File: config.mk
export PLATFORM = sky130hd
export DESIGN_NAME = maint_win_xlate
export DESIGN_NICKNAME = d
export VERILOG_FILES = /design/src/rtl/mwt_pkg.sv /design/src/rtl/mwt_cfg.sv /design/src/rtl/mwt_decode.sv /design/src/rtl/mwt_ctrl.sv /design/src/rtl/maint_win_xlate.sv
export SDC_FILE = /design/constraint.sdc
export NUM_CORES = 1
export LEC_CHECK = 0
export BUFFER_PORTS_ARGS = -buffer_cell sky130_fd_sc_hd__buf_2
export CORE_MARGIN = 4
export CORE_UTILIZATION = 44
export CTS_CLUSTER_SIZE = 24
export DETAILED_ROUTE_END_ITERATION = 10
export HOLD_SLACK_MARGIN = 0.02
export PLACE_DENSITY = 0.75
export SYNTH_ARGS = -nofsm -noshare
export SYNTH_HDL_FRONTEND = slang
export SYNTH_SLANG_ARGS = --single-unit
File: constraint.sdc
create_clock -name clk -period 4.2 [get_ports clk]
set_input_delay 0.63 -clock clk [delete_from_list [all_inputs] [get_ports clk]]
set_output_delay 0.63 -clock clk [all_outputs]
set_load 0.02 [all_outputs]
File: src/rtl/mwt_pkg.sv
package mwt_pkg;

    localparam int DATA_W     = 32;
    localparam int ADDR_W     = 32;
    localparam int DEST_W     = 10;
    localparam int HOP_W      = 8;
    localparam int OFF_W      = 24;
    localparam int XOFF_W     = 12;
    localparam int XOFF_SHIFT = 9;
    localparam int WIN_BITS   = 22;
    localparam int LANES      = DATA_W / 8;
    localparam int DEST_LSB   = DATA_W - DEST_W;
    localparam int HOP_LSB    = 12;

    typedef enum logic [1:0] {
        SZ_BYTE = 2'b00,
        SZ_HALF = 2'b01,
        SZ_WORD = 2'b10
    } acc_size_e;

    typedef struct packed {
        logic [DEST_W-1:0] dest;
        logic [HOP_W-1:0]  hop;
        logic [OFF_W-1:0]  offset;
        logic              we;
        acc_size_e         size;
        logic [LANES-1:0]  lanes;
        logic [DATA_W-1:0] wdata;
    } maint_req_t;

    function automatic acc_size_e decode_size(input logic [2:0] nbytes);
        case (nbytes)
            3'd1:    return SZ_BYTE;
            3'd2:    return SZ_HALF;
            default: return SZ_WORD;
        endcase
    endfunction

    function automatic logic [LANES-1:0] lane_mask(input acc_size_e sz, input logic [1:0] a);
        case (sz)
            SZ_BYTE: return 4'b1000 >> a;
            SZ_HALF: return a[1] ? 4'b0011 : 4'b1100;
            default: return 4'b1111;
        endcase
    endfunction

    function automatic logic [4:0] lane_shift(input acc_size_e sz, input logic [1:0] a);
        case (sz)
            SZ_BYTE: begin
                case (a)
                    2'd0:    return 5'd24;
                    2'd1:    return 5'd16;
                    2'd2:    return 5'd8;
                    default: return 5'd0;
                endcase
            end
            SZ_HALF: return a[1] ? 5'd0 : 5'd16;
            default: return 5'd0;
        endcase
    endfunction

    function automatic logic [DATA_W-1:0] size_bits(input acc_size_e sz);
        case (sz)
            SZ_BYTE: return 32'h0000_00FF;
            SZ_HALF: return 32'h0000_FFFF;
            default: return 32'hFFFF_FFFF;
        endcase
    endfunction

    function automatic logic [DATA_W-1:0] place_write(input logic [DATA_W-1:0] d,
                                                      input acc_size_e sz, input logic [1:0] a);
        return (d & size_bits(sz)) << lane_shift(sz, a);
    endfunction

    function automatic logic [DATA_W-1:0] extract_read(input logic [DATA_W-1:0] d,
                                                       input acc_size_e sz, input logic [1:0] a);
        return (d >> lane_shift(sz, a)) & size_bits(sz);
    endfunction

endpackage

File: src/rtl/mwt_cfg.sv
module mwt_cfg
    import mwt_pkg::*;
(
    input  logic              clk,
    input  logic              rst,
    input  logic              cfg_wr,
    input  logic              cfg_sel,
    input  logic [DATA_W-1:0] cfg_wdata,
    output logic [DATA_W-1:0] cfg_rdata,
    output logic [DATA_W-1:0] xlat,
    output logic              win_en
);

    always_ff @(posedge clk) begin
        if (rst) begin
            xlat   <= '0;
            win_en <= 1'b0;
        end else if (cfg_wr) begin
            if (cfg_sel) win_en <= cfg_wdata[DATA_W-1];
            else         xlat   <= cfg_wdata;
        end
    end

    always_comb begin
        if (cfg_sel) cfg_rdata = {win_en, {(DATA_W-1){1'b0}}};
        else         cfg_rdata = xlat;
    end

endmodule

File: src/rtl/mwt_decode.sv
module mwt_decode
    import mwt_pkg::*;
#(
    parameter logic [ADDR_W-1:0] WIN_BASE = 32'hF000_0000
)(
    input  logic [ADDR_W-1:0] bus_addr,
    input  logic              bus_we,
    input  logic [2:0]        bus_size,
    input  logic [DATA_W-1:0] bus_wdata,
    input  logic [DATA_W-1:0] xlat,
    input  logic              win_en,
    output logic              hit,
    output maint_req_t        rec
);

    localparam int TAG_W = ADDR_W - WIN_BITS;

    logic [TAG_W-1:0] addr_tag;
    logic             unused_xlat_bits;
    acc_size_e        sz;

    assign addr_tag         = bus_addr[ADDR_W-1:WIN_BITS];
    assign hit              = win_en && (addr_tag == WIN_BASE[ADDR_W-1:WIN_BITS]);
    assign unused_xlat_bits = ^xlat[DEST_LSB-1:HOP_LSB+HOP_W];
    assign sz               = decode_size(bus_size);

    always_comb begin
        rec.dest   = xlat[DATA_W-1:DEST_LSB];
        rec.hop    = xlat[HOP_LSB+HOP_W-1:HOP_LSB];
        rec.offset = OFF_W'({xlat[XOFF_W-1:0], {XOFF_SHIFT{1'b0}}})
                   + OFF_W'(bus_addr[WIN_BITS-1:0]);
        rec.we     = bus_we;
        rec.size   = sz;
        rec.lanes  = lane_mask(sz, bus_addr[1:0]);
        rec.wdata  = place_write(bus_wdata, sz, bus_addr[1:0]);
    end

endmodule

File: src/rtl/mwt_ctrl.sv
module mwt_ctrl
    import mwt_pkg::*;
(
    input  logic              clk,
    input  logic              rst,
    input  logic              bus_req,
    input  logic              hit,
    input  maint_req_t        rec_in,
    input  logic              rsp_valid,
    input  logic              rsp_err,
    input  logic [DATA_W-1:0] rsp_rdata,
    output logic              bus_ready,
    output logic              bus_ack,
    output logic              bus_err,
    output logic [DATA_W-1:0] bus_rdata,
    output logic              mreq_valid,
    output maint_req_t        rec_q
);

    typedef enum logic {ST_IDLE, ST_WAIT} st_e;

    st_e  state;
    logic accept;

    assign bus_ready = (state == ST_IDLE);
    assign accept    = bus_req && bus_ready;

    always_ff @(posedge clk) begin
        if (rst) begin
            state      <= ST_IDLE;
            mreq_valid <= 1'b0;
            bus_ack    <= 1'b0;
            bus_err    <= 1'b0;
            bus_rdata  <= '0;
            rec_q      <= '0;
        end else begin
            mreq_valid <= 1'b0;
            bus_ack    <= 1'b0;
            bus_err    <= 1'b0;
            case (state)
                ST_IDLE: begin
                    if (accept) begin
                        if (hit) begin
                            rec_q      <= rec_in;
                            mreq_valid <= 1'b1;
                            state      <= ST_WAIT;
                        end else begin
                            bus_err   <= 1'b1;
                            bus_rdata <= '0;
                        end
                    end
                end
                default: begin
                    if (rsp_valid) begin
                        state <= ST_IDLE;
                        if (rsp_err) begin
                            bus_err   <= 1'b1;
                            bus_rdata <= '0;
                        end else begin
                            bus_ack   <= 1'b1;
                            bus_rdata <= rec_q.we ? '0
                                       : extract_read(rsp_rdata, rec_q.size, rec_q.offset[1:0]);
                        end
                    end
                end
            endcase
        end
    end

    assert_ready_low_R9: assert property (@(posedge clk) disable iff (rst)
        mreq_valid |-> !bus_ready);

    assert_no_back_to_back_R9: assert property (@(posedge clk) disable iff (rst)
        mreq_valid |=> !mreq_valid);

    assert_ack_needs_rsp_R10: assert property (@(posedge clk) disable iff (rst)
        bus_ack |-> $past(rsp_valid && !rsp_err));

    assert_done_exclusive_R10: assert property (@(posedge clk) disable iff (rst)
        $onehot0({bus_ack, bus_err}));

    assert_lane_count_R7: assert property (@(posedge clk) disable iff (rst)
        mreq_valid |-> ($countones(rec_q.lanes) ==
                        ((rec_q.size == SZ_BYTE) ? 1 : (rec_q.size == SZ_HALF) ? 2 : 4)));

    assert_record_held_R12: assert property (@(posedge clk) disable iff (rst)
        (!bus_ready && !mreq_valid) |-> $stable(rec_q));

endmodule

File: src/rtl/maint_win_xlate.sv
module maint_win_xlate
    import mwt_pkg::*;
#(
    parameter logic [31:0] WIN_BASE = 32'hF000_0000
)(
    input  logic        clk,
    input  logic        rst,
    input  logic        cfg_wr,
    input  logic        cfg_sel,
    input  logic [31:0] cfg_wdata,
    output logic [31:0] cfg_rdata,
    input  logic        bus_req,
    input  logic        bus_we,
    input  logic [31:0] bus_addr,
    input  logic [2:0]  bus_size,
    input  logic [31:0] bus_wdata,
    output logic        bus_ready,
    output logic        bus_ack,
    output logic        bus_err,
    output logic [31:0] bus_rdata,
    output logic        mreq_valid,
    output logic        mreq_we,
    output logic [9:0]  mreq_dest,
    output logic [7:0]  mreq_hop,
    output logic [23:0] mreq_offset,
    output logic [1:0]  mreq_size,
    output logic [3:0]  mreq_lanes,
    output logic [31:0] mreq_wdata,
    input  logic        rsp_valid,
    input  logic        rsp_err,
    input  logic [31:0] rsp_rdata
);

    logic [DATA_W-1:0] xlat;
    logic              win_en;
    logic              hit;
    maint_req_t        rec_d;
    maint_req_t        rec_q;

    mwt_cfg u_cfg (
        .clk       (clk),
        .rst       (rst),
        .cfg_wr    (cfg_wr),
        .cfg_sel   (cfg_sel),
        .cfg_wdata (cfg_wdata),
        .cfg_rdata (cfg_rdata),
        .xlat      (xlat),
        .win_en    (win_en)
    );

    mwt_decode #(.WIN_BASE(WIN_BASE)) u_dec (
        .bus_addr  (bus_addr),
        .bus_we    (bus_we),
        .bus_size  (bus_size),
        .bus_wdata (bus_wdata),
        .xlat      (xlat),
        .win_en    (win_en),
        .hit       (hit),
        .rec       (rec_d)
    );

    mwt_ctrl u_ctrl (
        .clk        (clk),
        .rst        (rst),
        .bus_req    (bus_req),
        .hit        (hit),
        .rec_in     (rec_d),
        .rsp_valid  (rsp_valid),
        .rsp_err    (rsp_err),
        .rsp_rdata  (rsp_rdata),
        .bus_ready  (bus_ready),
        .bus_ack    (bus_ack),
        .bus_err    (bus_err),
        .bus_rdata  (bus_rdata),
        .mreq_valid (mreq_valid),
        .rec_q      (rec_q)
    );

    assign mreq_we     = rec_q.we;
    assign mreq_dest   = rec_q.dest;
    assign mreq_hop    = rec_q.hop;
    assign mreq_offset = rec_q.offset;
    assign mreq_size   = rec_q.size;
    assign mreq_lanes  = rec_q.lanes;
    assign mreq_wdata  = rec_q.wdata;

    assert_enable_gate_R4: assert property (@(posedge clk) disable iff (rst)
        mreq_valid |-> $past(win_en));

    assert_window_hit_R3: assert property (@(posedge clk) disable iff (rst)
        mreq_valid |-> ($past(bus_addr[31:WIN_BITS]) == WIN_BASE[31:WIN_BITS]));

endmodule

### Word level (Yosys, flattened, before mapping)

Cells that the tools add are included.

* reduce and logical (&&, ||, !) cells: 13
* mux-type cells: 36
* eq/ne operators: 11
* shift-type cells: 3
* add/subtract/negate cells: 1
* bitwise gates (word level): 5

Operators with widths (count)
* 32-bit 2-to-1 mux: 11
* 32-bit case mux with 2 select lines: 2
* 32-bit bitwise AND: 2
* 32-bit by 5-bit << shifter with 32-bit output: 1
* 32-bit by 5-bit >> shifter with 32-bit output: 1
* 5-bit 2-to-1 mux: 6
* 5-bit case mux with 3 select lines: 2
* 21-bit by 22-bit adder with 23-bit output: 1
* 5-bit case mux with 2 select lines: 2
* 10-bit == test, second input constant: 1
* 1-bit 2-to-1 mux: 10
* 2-bit by 1-bit == test with 1-bit output, second input constant: 4
* 2-bit logical NOT: 4
* 4-bit case mux with 2 select lines: 1
* 3-bit AND reduction: 2
* 2-bit == test, second input constant: 2
* 4-bit 2-to-1 mux: 1
* 2-bit case mux with 2 select lines: 1
* 2-bit AND reduction: 2
* 4-bit by 2-bit >> shifter with 4-bit output, first input constant: 1
* 3-bit by 1-bit == test with 1-bit output, second input constant: 1
* 3-bit by 2-bit == test with 1-bit output, second input constant: 1
* 1-bit inverter: 3
* 3-bit OR reduction: 1
* other kinds (5): 6

* input port bits: 139
* word-level logic and storage cells: 83
* output and inout port bits: 149
* register bits after elaboration: 150

### Depth between registers and ports, before layout

* word-level depth: 13
* mapped depth: 7
* depth with buffers taken out: 7

### Cells and area by module

A second synthesis with hierarchy kept.

* cells, all modules: 894
* area, all modules: 7364.6 µm²

Modules (own cells, without submodules)
* mwt_ctrl: cells an instance 513, instances 1, area each 4326.6 µm², seq. area each 2342.2 µm²
* mwt_cfg: cells an instance 185, instances 1, area each 1755.4 µm², seq. area each 660.6 µm²
* mwt_decode: cells an instance 196, instances 1, area each 1282.5 µm², seq. area each 0.0 µm²

### Worst setup path after synthesis

No wires, ideal clock.

* path kind: input to register
* start: input bus_addr[10]
* end: register u_ctrl.rec_q[53] (netlist name)
* buffers on the path: 0
* data required time: 4.138 ns
* cell stages on the path: 6
* arrival time: 2.051 ns
* library setup time: 0.062 ns
* slack: 2.087 ns
* cell sequence: ha_1 -> a211oi_1 -> nor2_1 -> o21a_1 -> or4_1 -> nand3_1

* word-level cells in the longest chain between the ends: 1

Ends and longest elaborated chain
* start, declared: RTL line maint_win_xlate.sv:14 `input logic [31:0] bus_addr,`
* 21-bit by 22-bit adder with 23-bit output: RTL line mwt_decode.sv:31 `+ OFF_W'(bus_addr[WIN_BITS-1:0]);`

Every way passes these cells.
A chain may end at the register's enable or synchronous reset.

### Worst setup path in the final report

* start: register u_ctrl.state
* end: register u_ctrl.rec_q[27] (netlist name)

* word-level cells in the longest chain between the ends: 3

Ends and longest elaborated chain
* start, declared: RTL line mwt_ctrl.sv:22 `st_e state;`
* start signal, assigned: RTL line mwt_ctrl.sv:30 `state <= ST_IDLE;`
* start signal, assigned: RTL line mwt_ctrl.sv:46 `state <= ST_WAIT;`
* start signal, assigned: RTL line mwt_ctrl.sv:55 `state <= ST_IDLE;`
* 1-bit inverter (no source line) (*)
* 1-bit logical AND: RTL line mwt_ctrl.sv:26 `assign accept = bus_req && bus_ready;`
* 3-bit AND reduction (no source line) (*)

Mark *: on every way between the ends. The rest lies on a longest branch, timed or not.

==> results.txt <==
top cell type's share of synthesized area: 44.91%
fin crit share: 57.73%
Post-synth EDFFs: 0
status: finished clean
Slew Limit Headroom: 21.89%
worst hold start: u_ctrl.bus_rdata[11]
Sw Pwr: 0.7698 mW
Int Pwr: 2.637 mW
1st-iter DRT viols: 558
Area growth syn-to-layout: 31.84%
post_cts resized: 0
DP HPWL: 15200 µm
DP Area: 8093 µm²
syn nets: 972
Starting Density: 45.35%
Avg WL per Cell: 16.60 µm
Mapped Avg Cell Area: 8.099 µm²
Tot GR Track Use: 23.58%
Yosys reg bits: 149
Num CTS Buffers: 17
Tmin final: 2.425 ns
WS Path Type: reg2reg
layout cells sized above 1: 32.19%
dpl ws: 1.389 ns
worst-path fanout max: 20
DRC viols: 0
Max clock buf depth: 2
Top FF cell, synth: dfxtp_1
setup_tns: 0 ns
number of setup violations in the final report: 0
synthesized instance count: 820
Vias/cell: 5.394
Die X: 130.9 µm
vias in the first global route: 6246
antenna diode count: 0
Final ANT Viol Nets: 0
worst min-delay path category: reg2reg
sequential share of power: 42.3%
RePlAce Congestion: 0.9312
Least-Margin Pin Slew: 1.165 ns
Syn. warnings: 0
core area: 14640 µm²
Max Cap Violations: 0
Synth area leader: dfxtp_1
Post-Route WL: 21000 µm
1st-pass router iterations: 5
H-tree Lvls: 4
final-report hold violation count: 0
pwr dens: 389.1 nW/µm²
global-route wire length before repair: 32210 µm
antenna violations before repair: 0
achievable clock frequency: 412.4 MHz
Critical Path RT: 4.46 ns
Sw Ratio: 22.60%
setup ws final: 1.775 ns
Ports: 288
Worst EP arrival: 2.69 ns
register area share after synthesis: 44.91%
Reg clk slew, reported paths: 0.06 ns
max-slew violations: 0
CTS tree: done
Final #Nets: 1221
cell leakage power: 3.846 nW
largest net degree at the start of global routing: 86
Combinational Power Share: 7.8%
Crit Reg-Reg Startpoint: u_ctrl.state
startpoint types: flop
total number of vias: 6824
cell area after synthesis: 6641 µm²
r2r setup slk: 1.78 ns
Crit. End Element: flop
CTS Root Cell: clkbuf_16
Design Area, Final: 8756 µm²
TritonCTS Sinks: 149
top cells by area, synth: dfxtp_1, nand2_1, a21oi_1, nor2b_1, a22oi_1
Synth async-reset ratio: 0%
setup bufs post-CTS: 0
post-synth cell types: 57
clock skew: 0.009236 ns
hold_buf cts: 0
CP startpoint: u_ctrl.state
GR Overflow Total: 0
DIE AREA: 17120 µm²
row count: 44
Skew-Pair Late Insertion Delay: 0.41 ns
Vert. Die Dim: 130.9 µm
RSZ-0062 raised after global routing: false
Port-buffer cells: 286
VDD IR-drop max: 0.3966 mV
clock network power share: 49.9%
## final cells by class
cell class	count	area (µm²)
fill	1332	5888
multi-input combinational	600	3352
sequential	149	2983
timing repair buffer	296	1509
clock buffer	20	466.7
tap	184	230.2
clock inverter	11	196.4
inverter	5	18.77
## worst max-delay path, stage by stage (launching register included)
cell	delay, ns
dfxtp_1	0.39
nor2b_1	0.35
nand4_1	0.55
buf_4	0.41
buf_4	0.20
a221oi_1	0.28
nor3_1	0.09
## sequential cells by signal (all words and copies together) (netlist names)
| signal | count |
|---|---|
| u_ctrl.bus_rdata | 32 |
| u_ctrl.bus_ack | 1 |
| u_ctrl.state | 1 |
| u_ctrl.bus_err | 1 |
| u_cfg.win_en | 1 |
| u_ctrl.mreq_valid | 1 |
| u_cfg.xlat | 32 |
| u_ctrl.rec_q | 80 |
## cell usage after synthesis, drive strengths merged (3+ instances only)
cell type / instances
nand2: 180
dfxtp: 149
a21oi: 113
nor2: 48
clkbuf: 40
nand3: 35
nor2b: 34
buf: 26
a22oi: 25
nor3: 22
o21ai: 21
a221oi: 16
ha: 12
or3: 12
nand2b: 11
a211oi: 8
mux4: 8
inv: 5
and3: 4
nor4b: 4
a21o: 3
and2: 3
o211ai: 3
or2: 3
or4: 3
## layer usage
layer | routed length, µm | global-route usage [%] | up-vias
met3 | 1704 | 7.846 | 27
met2 | 9900 | 36.75 | 295
li1 | - | - | 3356
met5 | 0 | 0 | -
met4 | 390 | 7.199 | 0
met1 | 9009 | 31.13 | 3146
## power by group through the flow
stage	registers [mW]	clock network [mW]	logic (mW)
2_1_floorplan	1.47	0	0.148
3_3_place_gp	1.47	0	0.264
3_5_place_dp	1.47	0	0.264
4_1_cts	1.44	1.73	0.266
5_1_grt	1.44	1.79	0.294
6_report	1.44	1.70	0.267
## placed cells by master, fill, tap and decap left out, types with 16 or more instances in the layout
master	count
nor3_1	19
a21oi_1	113
nand2_1	180
a221oi_1	16
buf_2	285
nand3_1	35
o21ai_0	16
nor2b_1	33
clkbuf_16	17
a22oi_1	24
nor2_1	48
dfxtp_1	149
## path summary, 6_finish.rpt
check / end / cells past startpoint
max: u_ctrl.rec_q[27] / 6
min: u_ctrl.bus_rdata[11] / 2
max reg2reg: u_ctrl.rec_q[27] / 6
min reg2reg: u_ctrl.bus_rdata[11] / 2
## logic make-up (layout without fill, tap and decap cells)
group | after synthesis | after routing | share of synthesized area [%]
buffers and inverters | 71 | 332 | 4.748
flip-flops | 149 | 149 | 44.91
adder cells (fa/ha/maj) | 13 | 13 | 2.562
other | 1 | 1 | 0.05646
AO/OA/AOI/OAI | 204 | 204 | 18.41
multiplexers | 9 | 9 | 2.939
XOR/XNOR | 3 | 3 | 0.3957
AND/OR/NAND/NOR | 370 | 370 | 25.98
## through the flow
| step | std cells | power (mW) | hold WS, ns | util [%] |
|---|---|---|---|---|
| global route | 1265 | 3.527 | 0.4290 | 59.79 |
| CTS | 1265 | 3.435 | 0.4313 | 59.79 |
| floorplan | 820 | 1.615 | 0.4318 | - |
| finish | 1265 | 3.407 | 0.4468 | 59.79 |
| global placement | 1234 | 1.735 | 0.4358 | 55.26 |
| detailed placement | 1234 | 1.735 | 0.4441 | 55.26 |
Note: power is estimated with default switching activity, not from simulation.
